===== src/rtl/ddrtrk_pkg.sv =====
package ddrtrk_pkg;

  typedef enum logic [1:0] {
    CMD_NONE = 2'd0,
    CMD_ACT  = 2'd1,
    CMD_RD   = 2'd2,
    CMD_WR   = 2'd3
  } cmd_e;

  typedef enum logic [1:0] {
    BK_IDLE     = 2'd0,
    BK_ROW_OPEN = 2'd1,
    BK_RD_SEEN  = 2'd2,
    BK_WR_SEEN  = 2'd3
  } bank_st_e;

  // Pins are active low; anything but the three tracked patterns is NONE.
  function automatic cmd_e decode_pins(input logic cs_n, input logic ras_n,
                                       input logic cas_n, input logic we_n);
    cmd_e c;
    c = CMD_NONE;
    if (!cs_n) begin
      unique case ({ras_n, cas_n, we_n})
        3'b011:  c = CMD_ACT;
        3'b101:  c = CMD_RD;
        3'b100:  c = CMD_WR;
        default: c = CMD_NONE;
      endcase
    end
    return c;
  endfunction

  function automatic logic is_column(input cmd_e c);
    return (c == CMD_RD) || (c == CMD_WR);
  endfunction

endpackage


===== src/rtl/ddrtrk_cmd_decode.sv =====
module ddrtrk_cmd_decode
  import ddrtrk_pkg::*;
#(
  parameter int BANK_W = 2,
  parameter int ROW_W  = 13
) (
  input  logic              clk,
  input  logic              rst_n,
  input  logic              cs_n,
  input  logic              ras_n,
  input  logic              cas_n,
  input  logic              we_n,
  input  logic [BANK_W-1:0] ba,
  input  logic [ROW_W-1:0]  addr,
  output cmd_e              cmd_o,
  output logic [BANK_W-1:0] ba_o,
  output logic [ROW_W-1:0]  addr_o
);

  cmd_e              cmd_d, cmd_q;
  logic [BANK_W-1:0] ba_q;
  logic [ROW_W-1:0]  addr_q;
  logic              cap_en;

  always_comb begin
    cmd_d  = decode_pins(cs_n, ras_n, cas_n, we_n);
    cap_en = (cmd_d != CMD_NONE);
  end

  always_ff @(posedge clk or negedge rst_n) begin
    if (!rst_n) begin
      cmd_q <= CMD_NONE;
    end else begin
      cmd_q <= cmd_d;
    end
  end

  // Bank and address are only loaded when a tracked command is present.
  always_ff @(posedge clk or negedge rst_n) begin
    if (!rst_n) begin
      ba_q   <= '0;
      addr_q <= '0;
    end else if (cap_en) begin
      ba_q   <= ba;
      addr_q <= addr;
    end
  end

  assign cmd_o  = cmd_q;
  assign ba_o   = ba_q;
  assign addr_o = addr_q;

endmodule


===== src/rtl/ddrtrk_bank_fsm.sv =====
module ddrtrk_bank_fsm
  import ddrtrk_pkg::*;
#(
  parameter int ROW_W = 13
) (
  input  logic             clk,
  input  logic             rst_n,
  input  logic             sel,
  input  cmd_e             cmd,
  input  logic [ROW_W-1:0] row_in,
  output bank_st_e         state_o,
  output logic [ROW_W-1:0] row_o,
  output logic             emit_o,
  output logic             err_o
);

  bank_st_e         st_d, st_q;
  logic [ROW_W-1:0] row_q;
  logic             row_en;
  logic             col_cmd;

  always_comb begin
    st_d    = st_q;
    row_en  = 1'b0;
    col_cmd = sel && is_column(cmd);
    if (sel) begin
      unique case (cmd)
        CMD_ACT: begin
          st_d   = BK_ROW_OPEN;
          row_en = 1'b1;
        end
        CMD_RD:  if (st_q != BK_IDLE) st_d = BK_RD_SEEN;
        CMD_WR:  if (st_q != BK_IDLE) st_d = BK_WR_SEEN;
        default: st_d = st_q;
      endcase
    end
    emit_o = col_cmd && (st_q != BK_IDLE);
    err_o  = col_cmd && (st_q == BK_IDLE);
  end

  always_ff @(posedge clk or negedge rst_n) begin
    if (!rst_n) begin
      st_q <= BK_IDLE;
    end else begin
      st_q <= st_d;
    end
  end

  always_ff @(posedge clk or negedge rst_n) begin
    if (!rst_n) begin
      row_q <= '0;
    end else if (row_en) begin
      row_q <= row_in;
    end
  end

  assign state_o = st_q;
  assign row_o   = row_q;

endmodule


===== src/rtl/ddrtrk_record.sv =====
module ddrtrk_record
  import ddrtrk_pkg::*;
#(
  parameter int BANK_W = 2,
  parameter int ROW_W  = 13,
  parameter int COL_W  = 10,
  parameter int TS_W   = 16,
  parameter int ERR_W  = 8,
  parameter int NB     = 4,
  parameter int AW     = BANK_W + ROW_W + COL_W,
  parameter logic [AW-1:0] CTRL_BASE = '1,
  parameter logic [AW-1:0] CTRL_MASK = '1
) (
  input  logic                      clk,
  input  logic                      rst_n,
  input  cmd_e                      cmd,
  input  logic [BANK_W-1:0]         ba,
  input  logic [COL_W-1:0]          col,
  input  logic [NB-1:0][ROW_W-1:0]  rows,
  input  logic [NB-1:0]             emit_vec,
  input  logic [NB-1:0]             err_vec,
  output logic                      rec_valid,
  output logic [TS_W-1:0]           rec_ts,
  output logic                      rec_write,
  output logic [AW-1:0]             rec_addr,
  output logic                      rec_ctrl,
  output logic [ERR_W-1:0]          err_cnt
);

  logic [TS_W-1:0]  ts_q;
  logic             any_emit, any_err;
  logic [AW-1:0]    addr_d;
  logic             ctrl_d;
  logic             vld_q, wr_q, ctrl_q;
  logic [TS_W-1:0]  tsr_q;
  logic [AW-1:0]    addr_q;
  logic [ERR_W-1:0] err_q, err_d;
  logic             err_en;

  always_comb begin
    any_emit = |emit_vec;
    any_err  = |err_vec;
    addr_d   = {ba, rows[ba], col};
    ctrl_d   = ((addr_d & CTRL_MASK) == CTRL_BASE);
    err_en   = any_err && (err_q != {ERR_W{1'b1}});
    err_d    = err_q + {{(ERR_W-1){1'b0}}, 1'b1};
  end

  always_ff @(posedge clk or negedge rst_n) begin
    if (!rst_n) begin
      ts_q <= '0;
    end else begin
      ts_q <= ts_q + {{(TS_W-1){1'b0}}, 1'b1};
    end
  end

  always_ff @(posedge clk or negedge rst_n) begin
    if (!rst_n) begin
      vld_q <= 1'b0;
    end else begin
      vld_q <= any_emit;
    end
  end

  always_ff @(posedge clk or negedge rst_n) begin
    if (!rst_n) begin
      tsr_q  <= '0;
      wr_q   <= 1'b0;
      addr_q <= '0;
      ctrl_q <= 1'b0;
    end else if (any_emit) begin
      tsr_q  <= ts_q;
      wr_q   <= (cmd == CMD_WR);
      addr_q <= addr_d;
      ctrl_q <= ctrl_d;
    end
  end

  always_ff @(posedge clk or negedge rst_n) begin
    if (!rst_n) begin
      err_q <= '0;
    end else if (err_en) begin
      err_q <= err_d;
    end
  end

  assign rec_valid = vld_q;
  assign rec_ts    = tsr_q;
  assign rec_write = wr_q;
  assign rec_addr  = addr_q;
  assign rec_ctrl  = ctrl_q;
  assign err_cnt   = err_q;

endmodule


===== src/rtl/ddrtrk_top.sv =====
module ddrtrk_top
  import ddrtrk_pkg::*;
#(
  parameter int BANK_W = 2,
  parameter int ROW_W  = 13,
  parameter int COL_W  = 10,
  parameter int TS_W   = 16,
  parameter int ERR_W  = 8,
  parameter logic [BANK_W+ROW_W+COL_W-1:0] CTRL_MASK =
    {{(BANK_W+ROW_W){1'b1}}, {COL_W{1'b0}}},
  parameter logic [BANK_W+ROW_W+COL_W-1:0] CTRL_BASE =
    {{(BANK_W+ROW_W){1'b1}}, {COL_W{1'b0}}}
) (
  input  logic                          clk,
  input  logic                          rst_n,
  input  logic                          cs_n,
  input  logic                          ras_n,
  input  logic                          cas_n,
  input  logic                          we_n,
  input  logic [BANK_W-1:0]             ba,
  input  logic [ROW_W-1:0]              addr,
  output logic                          rec_valid,
  output logic [TS_W-1:0]               rec_ts,
  output logic                          rec_write,
  output logic [BANK_W+ROW_W+COL_W-1:0] rec_addr,
  output logic                          rec_ctrl,
  output logic [ERR_W-1:0]              err_cnt
);

  localparam int NB = 1 << BANK_W;
  localparam int AW = BANK_W + ROW_W + COL_W;

  cmd_e                     cmd_q;
  logic [BANK_W-1:0]        ba_q;
  logic [ROW_W-1:0]         addr_q;
  logic [NB-1:0][ROW_W-1:0] bank_rows;
  logic [NB-1:0]            bank_emit;
  logic [NB-1:0]            bank_err;
  bank_st_e                 bank_st [NB];

  ddrtrk_cmd_decode #(.BANK_W(BANK_W), .ROW_W(ROW_W)) dec_i (
    .clk    (clk),
    .rst_n  (rst_n),
    .cs_n   (cs_n),
    .ras_n  (ras_n),
    .cas_n  (cas_n),
    .we_n   (we_n),
    .ba     (ba),
    .addr   (addr),
    .cmd_o  (cmd_q),
    .ba_o   (ba_q),
    .addr_o (addr_q)
  );

  for (genvar b = 0; b < NB; b++) begin : g_bank
    logic sel_b;
    assign sel_b = (ba_q == BANK_W'(b));
    ddrtrk_bank_fsm #(.ROW_W(ROW_W)) fsm_i (
      .clk     (clk),
      .rst_n   (rst_n),
      .sel     (sel_b),
      .cmd     (cmd_q),
      .row_in  (addr_q),
      .state_o (bank_st[b]),
      .row_o   (bank_rows[b]),
      .emit_o  (bank_emit[b]),
      .err_o   (bank_err[b])
    );
  end

  ddrtrk_record #(
    .BANK_W(BANK_W), .ROW_W(ROW_W), .COL_W(COL_W), .TS_W(TS_W),
    .ERR_W(ERR_W), .NB(NB), .AW(AW),
    .CTRL_BASE(CTRL_BASE), .CTRL_MASK(CTRL_MASK)
  ) rec_i (
    .clk       (clk),
    .rst_n     (rst_n),
    .cmd       (cmd_q),
    .ba        (ba_q),
    .col       (addr_q[COL_W-1:0]),
    .rows      (bank_rows),
    .emit_vec  (bank_emit),
    .err_vec   (bank_err),
    .rec_valid (rec_valid),
    .rec_ts    (rec_ts),
    .rec_write (rec_write),
    .rec_addr  (rec_addr),
    .rec_ctrl  (rec_ctrl),
    .err_cnt   (err_cnt)
  );

endmodule


===== config.mk =====
export PLATFORM = sky130hd
export DESIGN_NAME = ddrtrk_top
export DESIGN_NICKNAME = d
export VERILOG_FILES = /design/src/rtl/ddrtrk_pkg.sv /design/src/rtl/ddrtrk_cmd_decode.sv /design/src/rtl/ddrtrk_bank_fsm.sv /design/src/rtl/ddrtrk_record.sv /design/src/rtl/ddrtrk_top.sv
export SDC_FILE = /design/constraint.sdc
export NUM_CORES = 1
export LEC_CHECK = 0
export ABC_CLOCK_PERIOD_IN_PS = 4800
export BUFFER_PORTS_ARGS = -buffer_cell sky130_fd_sc_hd__buf_2
export CAP_MARGIN = 40
export CELL_PAD_IN_SITES_DETAIL_PLACEMENT = 1
export CELL_PAD_IN_SITES_GLOBAL_PLACEMENT = 2
export CORE_MARGIN = 3
export CORE_UTILIZATION = 44
export DETAILED_ROUTE_END_ITERATION = 8
export GPL_TIMING_DRIVEN = 0
export PLACE_DENSITY = 0.87
export SYNTH_ARGS = -nofsm -noshare
export SYNTH_HDL_FRONTEND = slang
export SYNTH_SLANG_ARGS = --single-unit

===== constraint.sdc =====
create_clock -name clk -period 4.8 [get_ports clk]
set_input_delay 0.24 -clock clk [delete_from_list [all_inputs] [get_ports clk]]
set_output_delay 0.24 -clock clk [all_outputs]
set_load 0.1 [all_outputs]

# After elaboration in Yosys (flattened, before gate mapping)
# Index checks and enable logic that the tools add are counted.
# word_totals
ff_bits	145
in_bits	21
out_inout_bits	52
# classes
addsub	2
order_cmp	1
eq_ne	19
mux	21
reduce_logical	31
# ops
op	n
$pmux W2 S3	5
$bmux W13 S2	1
$mux W2	9
$add A16 B1 Y16 const B	1
$reduce_and A4 Y1	4
$eq A15 B15 Y1 const B	1
$logic_and A1 B1 Y1	13
$mux W13	1
$ne A2 B1 Y1 const B	6
$logic_not A2 Y1	5
$reduce_bool A2 Y1	5
$add A8 B1 Y8 const B	1
$eq A2 B2 Y1 const B	4
$ne A8 B8 Y1 const B	1
$reduce_or A4 Y1	2
$eq A3 B3 Y1 const B	2
$mux W1	5
$eq A2 B1 Y1 const B	2
$ne A2 B2 Y1 const B	2
$eq A3 B2 Y1 const B	1
$lt A2 B3 Y1 const B	1
$reduce_bool A3 Y1	1
$logic_or A1 B1 Y1	1

# Longest topological paths before layout
# logic_depth
word_depth	6
depth_mapped	6
depth_no_buf	5

# Modules after synthesis
# From an unflattened synthesis, not the netlist that was laid out.
# unflattened
hier_cells	425
area_unflattened_um2	6381.1
# modules_own_cells
module	n_inst	cells_each	area_each_um2	seq_area_each_um2
ddrtrk_record	1	210	3035.4	1701.6
ddrtrk_bank_fsm	4	43	650.6	375.4
ddrtrk_cmd_decode	1	39	716.9	425.4
ddrtrk_top	1	4	26.3	0.0

# Worst setup path after synthesis
# Ideal clock, no wire load.
# synth_timing
kind	register -> register
startpoint	reg rec_i.err_q[4] (netlist: rec_i.err_cnt[4])
endpoint	reg rec_i.err_q[1] (netlist: rec_i.err_cnt[1])
setup_time_ps	126
arrival_time_ps	1982
t_required_ps	4674
path_slack_ps	2691
path_stages_with_launch	5
path_cell_list	dfrtp_1 and4_1 nand4_1 nand3_1 mux2_2
# synth_via
elab_chain_len	2
# synth_rtl
element	line	rtl
from (decl)	ddrtrk_record.sv:37	logic [ERR_W-1:0] err_q, err_d;
from (signal assigned)	ddrtrk_record.sv:83	err_q <= err_d;
$ne A8 B8 Y1	ddrtrk_record.sv:45	err_en = any_err && (err_q != {ERR_W{1'b1}});
$logic_and A1 B1 Y1	ddrtrk_record.sv:45	
# No other way between the ends.
# A chain may end at the register's enable or synchronous reset.

# Final worst setup path
# layout_timing
startpoint	reg dec_i.cmd_q[1] (netlist: dec_i.cmd_o[1])
endpoint	reg g_bank[0].fsm_i.row_q[10]
# layout_via
elab_chain_len	3
# layout_rtl
element	line	rtl
from (decl)	ddrtrk_cmd_decode.sv:20	cmd_e cmd_d, cmd_q;
from (signal assigned)	ddrtrk_cmd_decode.sv:34	cmd_q <= cmd_d;
$eq A2 B1 Y1	ddrtrk_bank_fsm.sv:27	unique case (cmd)
$mux W1	ddrtrk_bank_fsm.sv:27	
$mux W1	ddrtrk_bank_fsm.sv:26	if (sel) begin
to (signal assigned)	ddrtrk_bank_fsm.sv:53	row_q <= row_in;
to (decl)	ddrtrk_bank_fsm.sv:18	logic [ROW_W-1:0] row_q;
# No other way between the ends.

==> results by stage <==
Run status:
- The run finished with clean final reports.

Hold path:
- The start point of the worst min-delay path is addr[9].
- The path type of the worst min-delay path is input pin to flip-flop.

Clocking:
- The cell sitting at the root of the clock tree is a clkbuf_16.
- The number of levels in the clock H-tree is 4.
- In this run, post-CTS repair resized a total of 0 instances.
- The clock net in this run drives a total of 145 sinks.
- TritonCTS built the clock tree.
- The clock latency of the later-clocked register in the worst-skew pair is 420 ps.
- The number of setup buffers added after CTS is 0.
- Clock-pin slew was measured on the worst setup and hold paths at 60 ps.
- The clock passes through at most 2 buffers.
- The number of CTS-inserted buffers is 17.

Critical path:
- In this run the worst path has a maximum fanout of 10.
- The critical path class is flip-flop to flip-flop.
- The capturing element type of the critical path is a flip-flop.
- The reg-to-reg startpoint is dec_i.cmd_o[1].
- STA classifies the critical path startpoint as a flip-flop.
- The data required time at the worst endpoint is 5100 ps.
- Data arrives at the worst endpoint at around 2600 ps.
- The worst setup path startpoint is dec_i.cmd_o[1].

Routing:
- In this run, the number of DRC markers left after iteration 0 of detailed routing was ~250.
- The number of vias per cell is 5.351.
- The total wire length after detailed routing is 13550 um.
- The remaining routing DRC violations is 0.
- In the final routed layout, each cell accounts on average for 19.20 um.
- The total via count after detailed routing is 3778.
- The first-pass detailed-route iteration total is 4.
- The count of nets left with antenna violations once routing finished came out at 0.

Cells and area:
- The most frequent standard cell in the layout excluding fill and tap cells is dfrtp_1.
- Relative to the synthesized area, the layout overhead comes to 20.04%.
- In the layout the commonest cells are dfrtp_1, mux2_2, buf_2.
- 0 antenna diodes ended up in the layout.
- Of the cells placed in the final design, the portion with a size suffix greater than 1 is 44.91%.
- At the end of the flow, the number of nets in the layout was 541.

Global route:
- The initial antenna violation count is 0.
- The global-route wire length before repair is 22240 um.
- The via count of the first global-routing pass is 4153.
- In the global route stage, overall resource usage came out at between 10% and 20%.
- After global routing the overflow that remains totals 0.
- The maximum number of pins on one net before global-route repair is 78.

Yosys:
- The synthesized-area fraction occupied by ao, oa, aoi and oai cells is ~3.1%.
- The cell count after synthesis came out at 424.
- Yosys mapped a number of flops with a built-in enable equal to 0.
- The most frequently used flop master after synthesis is dfrtp_1.
- In the synthesized netlist the async set-or-reset flop fraction comes to 100.0%.
- Yosys printed 0 warnings.
- The share of the yosys chip area belonging to registers is 59.60%.
- When the netlist entered floorplanning its net count stood at 447.
- Synthesis inferred 145 register bits.
- Each instance of the synthesized netlist takes up on average 14.36 sq um.
- The number of distinct standard cells referenced by the synthesized netlist is 31.
- The post-synthesis instance area is 0.006088 sq mm.
- After Yosys synthesis, full adders, half adders and majority gates account for 0.4110% of the synthesized area.
- The synthesized netlist devotes 6.556% of its cell area to simple gates.
- By area, the combinational part of the netlist is dominated by multiplexers.
- The mux share of post-synthesis cell area is 25.15%.
- Summing the areas of all xor and xnor instances in the mapped netlist gives ~2.9% of the synthesized area.

STA:
- The transition time at the pin with the least slew margin is between 800 and 900 ps.
- The final count of pins violating max slew is 0.
- The clock period minus final worst setup slack is 2312 ps.
- The total negative setup slack is 0 ps.
- The number of hold violations in the final report was 0.
- The maximum clock skew at final layout is 7.563 ps.
- The highest clock rate is 432.5 MHz.
- The worst path uses 48.17% of the clock period.
- Setup repair after global routing left no endpoint under its margin.
- The relative max-transition margin is 44.53%.
- The number of setup violations in the final report is 0.
- The tightest hold path in the finished design has a slack of 47.21 ps.

Floorplan:
- The overall die width is 123.6 um.
- In this run the core area contains 42 standard-cell rows.
- During I/O placement, the number of pins put on the boundary was 73.
- The floorplan step defined a die boundary enclosing 0.01528 sq mm.
- The core region is 0.01340 sq mm.
- The height of the chip is 123.6 um.
- The initial core utilization is 45.43%.

Pwr:
- Across the VDD grid, the largest voltage drop is 0.0007194 V.
- The total leakage power is 0.003450 uW.
- In this run the power density over the cells is slightly below 700 mW/mm^2.

Place:
- The placer's final routability congestion estimate is slightly above 0.7.
- The number of buffers added on ports is just over 70.
- The wire-length estimate of the detail-placed layout is 9089 um.

Run:
- The tool flagged a number of max-cap violations equal to 0.
-- synth_stat cells, types with 4 or more instances --
cell	instances	area [sq um]
nand2_1	13	48.80
nand4_1	11	68.82
inv_1	5	18.77
mux4_2	14	315.3
mux2_2	108	1216
buf_2	9	45.04
xnor2_1	13	113.9
and3_1	4	25.02
xor2_1	7	61.31
nand3_1	12	60.06
dfrtp_1	145	3628
buf_6	5	56.30
a21oi_1	18	90.09
o21ai_0	5	25.02
nor3_1	4	20.02
nor2_1	22	82.58
-- sequential cells by signal, indices dropped and copies added, names as in the netlist --
name,cells
dec_i.addr_o,13
dec_i.ba_o,2
dec_i.cmd_o,2
g_bank.fsm_i.row_o,52
g_bank.fsm_i.state_o,8
rec_i.err_cnt,8
rec_i.rec_addr,25
rec_i.rec_ctrl,1
rec_i.rec_ts,16
rec_i.rec_valid,1
rec_i.rec_write,1
rec_i.ts_q,16
-- worst paths after layout --
| check | slack (ps) | cells after the start | end |
|---|---|---|---|
| max | 2490 | 6 | g_bank[0].fsm_i.row_o[10] |
| min | 50 | 2 | dec_i.addr_o[9] |
| min in group asynchronous | 440 | 2 | rec_i.ts_q[14] |
| min reg2reg | 470 | 1 | rec_i.ts_q[15] |
| max reg2reg | 2490 | 6 | g_bank[0].fsm_i.row_o[10] |
| max in group asynchronous | 3570 | 3 | g_bank[2].fsm_i.row_o[11] |
-- cell families (layout without fill, tap and decap cells) --
family,Yosys count,in the layout
mux,122,122
fa+ha+maj,2,2
buf+inv,25,131
simple gates,78,78
xor+xnor,20,20
flops,145,145
compound gates,32,32
-- timing repair --
action	in CTS	in global routing
endpoints found under the hold margin	78	0
setup endpoints to repair	0	0
hold buffers	2	0
-- per-stage QoR --
| stage | setup WS (ps) | total power, uW | std cells | instance area, sq um | utilization, % |
|---|---|---|---|---|---|
| 6_report | 2488 | 5063 | 706 | 7308 | 54.54 |
| 5_1_grt | 2381 | 5296 | 706 | 7308 | 54.54 |
| 4_1_cts | 2497 | 5111 | 706 | 7308 | 54.54 |
| 3_5_place_dp | 2496 | 3785 | 673 | 6703 | 50.02 |
| 3_3_place_gp | 1545 | 3700 | 672 | 6669 | 49.77 |
| 2_1_floorplan | 2692 | 3380 | 424 | 6088 | - |
-- where the power goes --
part           total, uW  internal [uW]  switching, uW
logic               1910            536           1380
clock network       1300            831            472
registers           1850           1600            247
-- layout make-up --
cell class	count	area, sq um
fillers	1366	6092
flip-flops and latches	145	3628
multi-input cells	254	2317
clock buffers	27	513.0
repair buffers	75	414.1
well taps	176	220.2
plain buffers	20	123.9
clock inverters	4	72.57
inverters	5	18.77
-- layer usage --
metal,part of all wire (%),track usage (%),routed length [um],vias to the layer above
met5,0,0,0,-
met4,1.5,6.436,197,0
met3,4.0,4.450,538,16
met2,51,32.48,6852,74
met1,44,25.19,5963,1977
li1,-,-,-,1711
-- worst max-delay path, cell delays in order (launching register included) --
cell	delay, ps
dfrtp_1	360
buf_2	190
inv_1	200
nand2_1	120
nor3_1	510
buf_2	430
mux2_2	390
Note: power is estimated with default switching activity, not from simulation.
